==> src/rtl/ecc_rpt_pkg.sv <==
package ecc_rpt_pkg;
   localparam int RPT_CNT_W   = 6;
   localparam int RPT_CNT_MAX = (1 << RPT_CNT_W) - 1;
   localparam int EMPTY_BIT   = 16;

   // byte 0: first packet, byte 1: remaining packets; success bits at 7 and 15
   function automatic logic [31:0] pack_report(input logic [RPT_CNT_W-1:0] c_first,
                                               input logic                 ok_first,
                                               input logic [RPT_CNT_W-1:0] c_rest,
                                               input logic                 ok_rest);
      return {16'h0000, ok_rest, 1'b0, c_rest, ok_first, 1'b0, c_first};
   endfunction
endpackage

==> src/rtl/ecc_cnt_clamp.sv <==
module ecc_cnt_clamp #(
   parameter int IN_W  = 8,
   parameter int OUT_W = 6
) (
   input  logic [IN_W-1:0]  cnt_in,
   output logic [OUT_W-1:0] cnt_out
);
   generate
      if (IN_W < 1 || OUT_W < 1) begin : g_bad_width
         $error("ecc_cnt_clamp: widths must be positive");
      end
      if (IN_W > OUT_W) begin : g_saturate
         always_comb begin
            if (|cnt_in[IN_W-1:OUT_W]) cnt_out = '1;
            else                       cnt_out = cnt_in[OUT_W-1:0];
         end
      end else begin : g_extend
         always_comb cnt_out = OUT_W'(cnt_in);
      end
   endgenerate
endmodule

==> src/rtl/ecc_grp_acc.sv <==
module ecc_grp_acc #(
   parameter int CW      = 6,
   parameter bit USE_MAX = 1'b0
) (
   input  logic          clk,
   input  logic          rst_n,
   input  logic          clr,
   input  logic          upd,
   input  logic [CW-1:0] cnt_in,
   input  logic          ok_in,
   output logic [CW-1:0] cnt_q,
   output logic          ok_q
);
   logic [CW-1:0] base_cnt, merged_cnt;
   logic          base_ok, merged_ok;

   // a same-cycle clear starts the group fresh before the update merges in
   always_comb begin
      base_cnt = clr ? '0   : cnt_q;
      base_ok  = clr ? 1'b1 : ok_q;
   end

   generate
      if (CW < 1) begin : g_bad_width
         $error("ecc_grp_acc: CW must be positive");
      end
      if (USE_MAX) begin : g_max
         always_comb begin
            merged_cnt = (cnt_in > base_cnt) ? cnt_in : base_cnt;
            merged_ok  = base_ok & ok_in;
         end

         p_no_drop_r4: assert property (@(posedge clk) disable iff (!rst_n)
            !clr |=> cnt_q >= $past(cnt_q));
      end else begin : g_load
         always_comb begin
            merged_cnt = cnt_in;
            merged_ok  = ok_in;
         end
      end
   endgenerate

   always_ff @(posedge clk or negedge rst_n) begin
      if (!rst_n) begin
         cnt_q <= '0;
         ok_q  <= 1'b1;
      end else if (upd) begin
         cnt_q <= merged_cnt;
         ok_q  <= merged_ok;
      end else begin
         cnt_q <= base_cnt;
         ok_q  <= base_ok;
      end
   end
endmodule

==> src/rtl/ecc_report_agg.sv <==
module ecc_report_agg
   import ecc_rpt_pkg::*;
#(
   parameter int CNT_IN_W = 8
) (
   input  logic                clk,
   input  logic                rst_n,
   input  logic                page_start,
   input  logic                pkt_valid,
   input  logic                pkt_first,
   input  logic                pkt_last,
   input  logic                pkt_ok,
   input  logic [CNT_IN_W-1:0] pkt_errs,
   input  logic                page_erased,
   output logic [31:0]         report_word,
   output logic [31:0]         status_word,
   output logic                report_valid
);
   generate
      if (CNT_IN_W < 1 || CNT_IN_W > 16) begin : g_bad_param
         $error("ecc_report_agg: CNT_IN_W out of range");
      end
   endgenerate

   logic [RPT_CNT_W-1:0] errs_sat;
   logic [RPT_CNT_W-1:0] c_first, c_rest;
   logic                 ok_first, ok_rest;
   logic                 empty_q, valid_q;
   logic                 upd_first, upd_rest;

   assign upd_first = pkt_valid &  pkt_first;
   assign upd_rest  = pkt_valid & ~pkt_first;

   ecc_cnt_clamp #(.IN_W(CNT_IN_W), .OUT_W(RPT_CNT_W)) u_clamp (
      .cnt_in (pkt_errs),
      .cnt_out(errs_sat)
   );

   ecc_grp_acc #(.CW(RPT_CNT_W), .USE_MAX(1'b0)) u_grp_first (
      .clk(clk), .rst_n(rst_n), .clr(page_start), .upd(upd_first),
      .cnt_in(errs_sat), .ok_in(pkt_ok), .cnt_q(c_first), .ok_q(ok_first)
   );

   ecc_grp_acc #(.CW(RPT_CNT_W), .USE_MAX(1'b1)) u_grp_rest (
      .clk(clk), .rst_n(rst_n), .clr(page_start), .upd(upd_rest),
      .cnt_in(errs_sat), .ok_in(pkt_ok), .cnt_q(c_rest), .ok_q(ok_rest)
   );

   always_ff @(posedge clk or negedge rst_n) begin
      if (!rst_n) begin
         empty_q <= 1'b0;
         valid_q <= 1'b0;
      end else begin
         if (page_erased)     empty_q <= 1'b1;
         else if (page_start) empty_q <= 1'b0;
         if (pkt_valid && pkt_last) valid_q <= 1'b1;
         else if (page_start)       valid_q <= 1'b0;
      end
   end

   assign report_word  = pack_report(c_first, ok_first, c_rest, ok_rest);
   assign status_word  = 32'(empty_q) << EMPTY_BIT;
   assign report_valid = valid_q;

   p_clear_r2: assert property (@(posedge clk) disable iff (!rst_n)
      (page_start && !pkt_valid && !page_erased) |=>
         (report_word == 32'h0000_8080) && !report_valid && (status_word == 32'h0));

   p_first_load_r3: assert property (@(posedge clk) disable iff (!rst_n)
      (upd_first && (pkt_errs < CNT_IN_W'(RPT_CNT_MAX))) |=>
         (report_word[5:0] == RPT_CNT_W'($past(pkt_errs))) && (report_word[7] == $past(pkt_ok)));

   p_fail_sticks_r5: assert property (@(posedge clk) disable iff (!rst_n)
      (upd_rest && !pkt_ok) |=> !report_word[15]);

   p_saturate_r6: assert property (@(posedge clk) disable iff (!rst_n)
      (upd_first && (pkt_errs >= CNT_IN_W'(RPT_CNT_MAX))) |=> (report_word[5:0] == 6'd63));

   p_empty_set_r7: assert property (@(posedge clk) disable iff (!rst_n)
      page_erased |=> status_word[EMPTY_BIT]);

   p_valid_rise_r8: assert property (@(posedge clk) disable iff (!rst_n)
      (pkt_valid && pkt_last) |=> report_valid);

   p_valid_hold_r8: assert property (@(posedge clk) disable iff (!rst_n)
      (report_valid && !page_start) |=> report_valid);
endmodule

==> config.mk <==
export PLATFORM = sky130hd
export DESIGN_NAME = ecc_report_agg
export DESIGN_NICKNAME = d
export VERILOG_FILES = /design/src/rtl/ecc_rpt_pkg.sv /design/src/rtl/ecc_cnt_clamp.sv /design/src/rtl/ecc_grp_acc.sv /design/src/rtl/ecc_report_agg.sv
export SDC_FILE = /design/constraint.sdc
export NUM_CORES = 1
export LEC_CHECK = 0
export BUFFER_PORTS_ARGS = -buffer_cell sky130_fd_sc_hd__buf_2
export CORE_ASPECT_RATIO = 0.5
export CORE_MARGIN = 4
export CORE_UTILIZATION = 42
export CTS_CLUSTER_SIZE = 25
export DETAILED_ROUTE_END_ITERATION = 8
export PLACE_DENSITY = 0.8
export SYNTH_ARGS = -nofsm -noshare
export SYNTH_HDL_FRONTEND = slang
export SYNTH_SLANG_ARGS = --single-unit
export TNS_END_PERCENT = 5
==> constraint.sdc <==
create_clock -name clk -period 2.1 [get_ports clk]
set_input_delay 0.42 -clock clk [delete_from_list [all_inputs] [get_ports clk]]
set_output_delay 0.42 -clock clk [all_outputs]
set_load 0.01 [all_outputs]
==> flow_metrics.tcl, run 1 <==
set metrics [dict create \
    status "completed" \
    power_density_nw_per_um2 595.4 \
    dp_cells 208 \
    clockRootBuffer "clkbuf_8" \
    drtAntennaViolNets 0 \
    cts_hold_buf 0 \
    finalSetupTns_ns 0 \
    ys.warnings.count 0 \
    nets 201 \
    highest_layer "met4" \
    die_w_microns 83.98 \
    crit_fanout 6 \
    clock_tree.buffer_depth 2 \
    syn_area_sq_um 1212 \
    cp_data_required_time_ns 2.27 \
    synth_top_area_share_pct 32.20 \
    drc 0 \
    period_share_pct 97.34 \
    routabilityCongestion 0.8389 \
    wl_per_cell_microns 11.06 \
    hold_viol 0 \
    slew_violations 0 \
    dp_hpwl_mm 1.973 \
    ir_drop_v 0.0002232 \
    cts_tree "yes" \
    arrival_ns 2.22 \
    dieArea_sq_um 3862 \
    hold_path_class "input port to async pin" \
    initial_core_util_pct 45.45 \
    crit_chain "buf_6 -> or2_4 -> nor2_4 -> inv_2 -> ha_4 -> and4_4 -> a311o_1 -> a31oi_4 -> buf_6 -> mux2i_1" \
    end_kind "register" \
    grt_max_degree 17 \
    yosys.area.top_type "buf_4" \
    drive_gt1_share_pct 38.76 \
    io_pins 81 \
    num_rows 13 \
    cts.sinks 16 \
    crit_type "input port to register" \
    grt_first_pass_wirelength_mm 3.532 \
    fin_util_pct 54.64 \
    leakage_nw 0.7819 \
    fin_worst_skew_ns 0.002511 \
    grt_usage_pct 11.59 \
    syn_area_per_cell_sq_um 9.185 \
    synth_sequential_area_ratio_pct 33.23 \
    ys_seq_elements 16 \
    wl_met2_mm 1.195 \
    synth.distinct_cells 24 \
    period_minus_slack_ns 2.044 \
    rsz0062_at_grt "true" \
    cts_made_buffers 3 \
    dr.first_iter.drc_count 9 \
    synthesis.instances 132 \
    met3WireLength_microns 285 \
    slowest_delay_ns 0.31 \
    routed_wl_mm 2.377 \
    port_buffers 31 \
    place_area_sq_um 1326 \
    final_cells 215 \
    die_h_microns 45.99 \
    via_per_inst 4.130 \
    grt_antenna_before_repair 0 \
    worst_path_most_repeated_cell "buf_6" \
    grt_pass1_vias 824 \
    htree_levels 1 \
    clk_pin_slew_ns 0.07 \
    met1_length_microns 881 \
    clkLatencyLatePin_ns 0.25 \
    final_cell_area_sq_um 1458 \
    drtPass1Iterations 3 \
    area_delta_synth_final_pct 20.23 \
    cap_violations 0 \
    num_antenna_cells 0 \
    num_vias 888 \
    design.core.area_sq_um 2668 \
    setup_viol 0 \
    worstSetupStartpointType "input port" \
    clock.fmax_mhz 489.2 \
    slowest_stage "or2_4" \
    synth_area_leaders "buf_4, dfrtp_1, ha_1" \
    grt-ovfl-total 0 \
]
layout by cell type (no fill, tap or decap):
cell and instances:
a21o_2 1, a21o_1 1, a31oi_4 1, dfrtp_1 14
nor2_1 1, ha_4 3, nand3_1 7, clkbuf_8 4
dfstp_2 2, or2_4 1, buf_2 30, a22o_1 1
inv_2 2, o21ai_0 9, mux2i_1 6, nor2_2 1
nand2_1 7, o32a_1 1, a21oi_1 1, buf_6 3
nor2_4 4, buf_4 16, conb_1 49, a311o_1 1
ha_1 3, inv_1 7, nor2b_1 1, and4_4 1
cell usage after synthesis:
| cell type | count |
|---|---|
| dfrtp_1 | 14 |
| ha_1 | 6 |
| a21oi_1 | 1 |
| nand3_1 | 7 |
| a31oi_4 | 1 |
| a21o_1 | 1 |
| or2_2 | 1 |
| and4_4 | 1 |
| o21ai_0 | 9 |
| mux2i_1 | 6 |
| a311o_1 | 1 |
| dfstp_2 | 2 |
| inv_1 | 9 |
| nor2b_1 | 1 |
| nand2_1 | 7 |
| buf_4 | 52 |
| o32a_1 | 1 |
| conb_1 | 1 |
| nor2_1 | 6 |
| a22o_1 | 1 |
| buf_2 | 1 |
| clkbuf_1 | 1 |
| a21o_2 | 1 |
| clkbuf_8 | 1 |
state kept, by name, indices dropped and copies added (netlist names):
signal / count
empty_q: 1
u_grp_first.cnt_q: 6
u_grp_first.ok_q: 1
u_grp_rest.cnt_q: 6
u_grp_rest.ok_q: 1
report_valid: 1
cell type report:
class	instances	area, sq um
inverter	9	33.78
tap	37	46.29
fill	243	1210
clock buffer	4	55.05
multi-input combinational	100	615.6
timing repair buffer	49	304.0
sequential	16	402.9
worst paths after layout:
check / startpoint / to / slack [ns] / depth (start not counted)
max: pkt_errs[7] / u_grp_rest.cnt_q[3]$_DFF_PN0_ / 0.06 / 10
min: rst_n / u_grp_first.cnt_q[0]$_DFFE_PN0P_ / 0.07 / 1
max reg2reg: u_grp_rest.cnt_q[5]$_DFF_PN0_ / u_grp_rest.cnt_q[3]$_DFF_PN0_ / 0.32 / 7
min reg2reg: empty_q$_DFFE_PN0P_ / empty_q$_DFFE_PN0P_ / 0.49 / 1
max in group asynchronous: rst_n / u_grp_rest.ok_q$_DFF_PN1_ / 1.72 / 1
min in group clk: page_erased / empty_q$_DFFE_PN0P_ / 0.35 / 2
metrics by stage:
| step | power, mW | hold WS (ns) | worst slack, ns |
|---|---|---|---|
| after floorplan | 0.5632 | 0.1244 | -0.1461 |
| after global placement | 0.5731 | 0.3475 | -0.2741 |
| after detailed placement | 0.5800 | 0.3574 | -0.3405 |
| after CTS | 0.8626 | 0.08373 | 0.008654 |
| after global routing | 0.9215 | 0.08925 | -0.01745 |
| final | 0.8679 | 0.07491 | 0.05594 |
metal layers:
metal	GRT usage, %	vias to the layer above
met5	0	-
met4	1.923	0
met3	3.971	2
met2	23.38	57
met1	12.31	410
li1	-	419
logic make-up after synthesis:
kind of cell	synth area share [%]
AO/OA/AOI/OAI	9.597
adder cells (fa/ha/maj)	6.192
buffers and inverters	36.84
flip-flops	33.23
multiplexers	4.954
other	0.3093
AND/OR/NAND/NOR	8.876
where the power goes:
part	switching [mW]	internal (mW)
logic	0.139	0.0969
clock network	0.109	0.166
registers	0.0148	0.341
critical path, delay by kind of cell:
kind,cells,cell delay (ns)
compound gates,2,0.46
buf+inv,3,0.28
simple gates,3,0.64
fa+ha+maj,1,0.23
mux,1,0.18
what timing repair did:
item                       in CTS  in global routing
resized for setup               1                  8
hold endpoints to repair        0                  0
pin swaps                       2                  4
setup endpoints to repair       6                  6
setup buffers                   2                  1
Power figures use the tool's default switching activity.
==> inputs of run 2 (changes only) <==
--- a/config.mk
+++ b/config.mk
@@ -5,13 +5,15 @@
 export SDC_FILE = /design/constraint.sdc
 export NUM_CORES = 1
 export LEC_CHECK = 0
+export ABC_AREA = 1
 export BUFFER_PORTS_ARGS = -buffer_cell sky130_fd_sc_hd__buf_2
 export CORE_ASPECT_RATIO = 0.5
 export CORE_MARGIN = 4
 export CORE_UTILIZATION = 42
 export CTS_CLUSTER_SIZE = 25
 export DETAILED_ROUTE_END_ITERATION = 8
-export PLACE_DENSITY = 0.8
+export GPL_ROUTABILITY_DRIVEN = 0
+export PLACE_DENSITY = 0.79
 export SYNTH_ARGS = -nofsm -noshare
 export SYNTH_HDL_FRONTEND = slang
 export SYNTH_SLANG_ARGS = --single-unit
==> run 2 against run 1 <==
Net effect: power decreased by 3.9%; critical path depth increased by 2; global-route usage increased by 0.49 points; clock skew decreased by 0.0017 ns; critical path type unchanged; first-iteration DRC count increased to 7.9 times the previous value; area after synthesis increased by 5.1%; utilization decreased by 6.4 points; count of clock-buffer cells in the layout unchanged; hold slack improved by 0.0014 ns; cell area decreased by 8.9%; non-clock buffer count decreased by 17.
==> flow_metrics.tcl, run 2 <==
set metrics [dict create \
    status "completed" \
    r2r-end "u_grp_rest.cnt_q[5]$_DFF_PN0_" \
    num_rows 13 \
    hold_path_class "input port to async pin" \
    area_delta_synth_final_pct 4.224 \
    slew_violations 0 \
    drtAntennaViolNets 0 \
    crit_type "input port to register" \
    period_minus_slack_ns 1.735 \
    top_regs "u_grp_first.cnt_q: 6 flops, u_grp_rest.cnt_q: 6 flops" \
    via_per_inst 4.126 \
    clockRootBuffer "clkbuf_8" \
    num_antenna_cells 0 \
    io_pins 81 \
    grt_first_pass_wirelength_mm 3.670 \
    die_h_microns 46.94 \
    cts-resized-gates 0 \
    clk_pin_slew_ns 0.06 \
    initial_core_util_pct 46.34 \
    ys_seq_elements 16 \
    hold_viol 0 \
    clock.fmax_mhz 576.3 \
    grt-ovfl-total 0 \
    reg2reg_slack_ns 0.60 \
    cts_made_buffers 3 \
    dr.first_iter.drc_count 71 \
    syn_area_sq_um 1274 \
    drc 0 \
    die_w_microns 85.88 \
    reg2reg_depth 9 \
    clock_tree.buffer_depth 2 \
    ys.warnings.count 0 \
    routed_wl_mm 2.432 \
    synth-main-ff-cell "dfrtp_1" \
    final_common_cell "conb_1" \
    synthArstFlopShare_pct 100.0 \
    grt_pass1_vias 850 \
    finalPower_mw 0.8344 \
    cts.sinks 16 \
    final_cell_mix "conb_1, nand2_1, buf_2" \
    period_share_pct 82.63 \
    synth_area_leaders "buf_4, dfrtp_1, nand2_1" \
    power_density_nw_per_um2 628.6 \
    cp_data_required_time_ns 2.24 \
    crit_fanout 7 \
    fin_worst_skew_ns 0.0008063 \
    finalSetupTns_ns 0 \
    end_kind "register" \
    synthesis.instances 161 \
    synth.distinct_cells 20 \
    synth_edf_count 0 \
    synth_sequential_area_ratio_pct 31.63 \
    postCtsSetupBuffers 0 \
    leakage_nw 0.8127 \
    ir_drop_v 0.0001786 \
    arrival_ns 1.88 \
    dieArea_sq_um 4031 \
    wl_per_cell_microns 10.57 \
    port_buffers 31 \
    rsz0062_at_grt "false" \
    drtPass1Iterations 4 \
    grt_antenna_before_repair 0 \
    setup_viol 0 \
    grt_usage_pct 12.08 \
    drive_gt1_share_pct 22.80 \
    yosysMostFrequentCell "buf_4" \
    clkLatencyLatePin_ns 0.25 \
    synthTopCellsByCount "buf_4, nand2_1, inv_1" \
    cts_tree "yes" \
    nets 216 \
    r2r-start "u_grp_rest.cnt_q[0]$_DFF_PN0_" \
    yosys.area.top_type "buf_4" \
    num_vias 949 \
    synth_top_area_share_pct 30.65 \
    syn_area_per_cell_sq_um 7.911 \
    cap_violations 0 \
    cts_hold_buf 0 \
    dp_hpwl_mm 2.021 \
    htree_levels 1 \
    grt_max_degree 17 \
    design.core.area_sq_um 2749 \
    worstSetupStartpointType "input port" \
]
[run 2: logic make-up after synthesis]
kind of cell / count (synthesis) / synth area share, %
other: 1 / 0.2944
adder cells (fa/ha/maj): 6 / 5.894
AO/OA/AOI/OAI: 12 / 6.484
AND/OR/NAND/NOR: 52 / 18.57
flip-flops: 16 / 31.63
buffers and inverters: 74 / 37.13
[run 2: worst max-delay path by stage]
stage	from	end	cells after the start
3_5_place_dp	pkt_errs[7]	u_grp_rest.cnt_q[5]$_DFF_PN0_	12
6_report	pkt_errs[7]	u_grp_rest.cnt_q[5]$_DFF_PN0_	12
2_1_floorplan	pkt_errs[7]	u_grp_rest.cnt_q[0]$_DFF_PN0_	11
5_1_grt	pkt_errs[7]	u_grp_rest.cnt_q[3]$_DFF_PN0_	13
4_1_cts	pkt_errs[7]	u_grp_rest.cnt_q[5]$_DFF_PN0_	12
3_3_place_gp	pkt_errs[7]	u_grp_rest.cnt_q[5]$_DFF_PN0_	12
[run 2: layout make-up]
class                   instances  area, sq um
repair buffers                 32        162.7
clock buffers                   4        55.05
flip-flops and latches         16        402.9
well taps                      37        46.29
multi-input cells             119        578.1
fillers                       272         1421
inverters                      22        82.58
[run 2: metrics by stage]
stage                     std cells  cell area, sq um  setup slack [ns]  utilization [%]  hold slack (ns)
after floorplan                 209              1454            0.4014                -           0.1244
after global placement          226              1272            0.1609            46.29           0.3520
after detailed placement        226              1272            0.1114            46.29           0.3584
after CTS                       230              1328            0.3695            48.29          0.08665
after global routing            230              1328            0.2118            48.29           0.1014
final                           230              1328            0.3648            48.29          0.07636
[run 2: critical path: stages]
cell and delay [ns]:
buf_2 0.10, nor2_1 0.10, inv_1 0.10, nor2_1 0.14, inv_1 0.08, ha_1 0.32
nand2_2 0.11, nor2_4 0.06, a21oi_4 0.23, nand2_4 0.10, nand2_1 0.07, nand2_1 0.05
[run 2: report_power, final]
| part | internal (mW) | switching (mW) | total [mW] |
|---|---|---|---|
| logic | 0.0665 | 0.139 | 0.206 |
| registers | 0.340 | 0.0149 | 0.354 |
| clock network | 0.166 | 0.108 | 0.274 |
| total | 0.572 | 0.262 | 0.834 |
[run 2: routing by layer]
metal | GRT usage, % | routed length [microns] | vias to the layer above
li1 | - | - | 453
met1 | 12.37 | 922 | 441
met2 | 23.74 | 1241 | 53
met3 | 4.028 | 254 | 2
met4 | 5.047 | 13 | 0
met5 | 0 | 0 | -
==> inputs of run 3 (changes only) <==
==> constraint.sdc (replaced) <==
create_clock -name clk -period 1.7 [get_ports clk]
set_input_delay 0.34 -clock clk [delete_from_list [all_inputs] [get_ports clk]]
set_output_delay 0.34 -clock clk [all_outputs]
set_load 0.01 [all_outputs]
==> run 3 against run 2 <==
Net effect: the flow now finishes with violations (negative hold slack); sequential power rose by 24%; clock skew rose by 0.0017 ns; die area did not move; clock power rose by 24%; via count rose by 1.9%; utilization rose by 3.9 points; cell area rose by 8.0%; worst setup slack got worse by 0.25 ns; critical path type unchanged; critical endpoint is now u_grp_rest.cnt_q[1]$_DFF_PN0_; highest routed layer unchanged.
==> flow_metrics.tcl, run 3 (same netlist as run 2, synthesis figures left out) <==
set metrics [dict create \
    dp_cells 233 \
    routed_wl_mm 2.572 \
    final_common_cell "conb_1" \
    initial_core_util_pct 46.34 \
    use_met3_pct 2.802 \
    period_share_pct 93.32 \
    clkLatencyLatePin_ns 0.25 \
    area_delta_synth_final_pct 12.57 \
    worstSetupStartpointType "input port" \
    hold_path_class "input port to async pin" \
    grt_usage_pct 12.67 \
    htree_levels 1 \
    cap_violations 0 \
    clock_tree.buffer_depth 2 \
    via_per_inst 4.063 \
    wl_per_cell_microns 10.81 \
    crit_type "input port to register" \
    clockRootBuffer "clkbuf_8" \
    period_minus_slack_ns 1.586 \
    violations "negative hold slack" \
    fin_util_pct 52.16 \
    die_w_microns 85.88 \
    cts_tree "yes" \
    drc 0 \
    status "finished, violations left" \
    nets 224 \
    ir_drop_v 0.0002690 \
    final_cell_mix "conb_1, nand2_1, buf_2" \
    leakage_nw 0.8535 \
    power_density_nw_per_um2 741.6 \
    met1_usage_pct 11.97 \
    dr.first_iter.drc_count 46 \
    dieArea_sq_um 4031 \
    dp_hpwl_mm 2.108 \
    grt_max_degree 17 \
    clock.fmax_mhz 630.3 \
    drtPass1Iterations 4 \
    grt_pass1_vias 956 \
    fin_worst_skew_ns 0.002534 \
    met2_usage_pct 27.87 \
    num_rows 13 \
    top_regs "u_grp_first.cnt_q: 6 flops, u_grp_rest.cnt_q: 6 flops" \
    holdWs_ns -0.006350 \
    cts_hold_buf 0 \
    cp_data_required_time_ns 1.89 \
    setup_viol 0 \
    n_fill_cell 246 \
    end_kind "register" \
    slew_violations 0 \
    cts.sinks 16 \
    drtAntennaViolNets 0 \
    cts_made_buffers 3 \
    clk_pin_slew_ns 0.07 \
    die_h_microns 46.94 \
    final_cells 238 \
    crit_fanout 6 \
    io_pins 81 \
    arrival_ns 1.78 \
    num_antenna_cells 0 \
    grt_antenna_before_repair 0 \
    grt_first_pass_wirelength_mm 3.877 \
    num_vias 967 \
    top_usage_layer "met2" \
    drive_gt1_share_pct 30.35 \
    hold_viol 14 \
    design.core.area_sq_um 2749 \
    port_buffers 31 \
    grt-ovfl-total 0 \
]
-- run 3: timing repair --
item	in CTS	in global routing
resized for setup	0	13
endpoints found under the hold margin	0	0
setup buffers	0	1
endpoints found under the setup margin	0	6
-- run 3: final timing paths --
check,startpoint,endpoint,slack (ns),cells after the start
max,pkt_errs[7],u_grp_rest.cnt_q[1]$_DFF_PN0_,0.11,12
min reg2reg,empty_q$_DFFE_PN0P_,empty_q$_DFFE_PN0P_,0.48,1
min,rst_n,u_grp_first.cnt_q[1]$_DFFE_PN0P_,-0.006,1
max reg2reg,u_grp_rest.cnt_q[4]$_DFF_PN0_,u_grp_rest.cnt_q[1]$_DFF_PN0_,0.20,8
max in group asynchronous,rst_n,u_grp_rest.ok_q$_DFF_PN1_,1.40,1
min in group clk,page_erased,empty_q$_DFFE_PN0P_,0.27,2
-- run 3: final cells by class --
type                    count  area (sq um)  area share [%]
inverters                  22         85.08           5.934
flip-flops and latches     16         402.9           28.10
multi-input cells         119         618.1           43.11
well taps                  37         46.29           3.229
clock buffers               4         55.05           3.839
repair buffers             40         226.5           15.79
-- run 3: metrics by stage --
stage	total power [mW]	instance area [sq um]	TNS (ns)	setup WS [ns]
detailed placement	0.7105	1325	-1.344	-0.2397
CTS	1.056	1380	0	0.02432
global route	1.125	1434	-0.0001853	-0.0001853
global placement	0.7029	1325	-0.8885	-0.1599
floorplan	0.6978	1454	0	0.08142
finish	1.063	1434	0	0.1135
-- run 3: routing by layer --
layer / vias to the layer above / routed length (microns)
met4: 0 / 25
li1: 474 / -
met1: 438 / 923
met3: 4 / 263
met2: 51 / 1360
met5: - / 0
-- run 3: worst max-delay path, cell delays in order --
cell and delay, ns:
buf_2 0.11, nor2_4 0.12, inv_4 0.07, nor2_2 0.09, inv_1 0.06, ha_1 0.32, nand2_2 0.10, nor2_4 0.05
a21oi_4 0.24, buf_6 0.14, nand3_1 0.07, nand2_1 0.07
-- run 3: power by group --
part	switching, mW	internal (mW)
registers	0.0187	0.419
clock network	0.135	0.206
logic	0.183	0.101
total	0.338	0.726
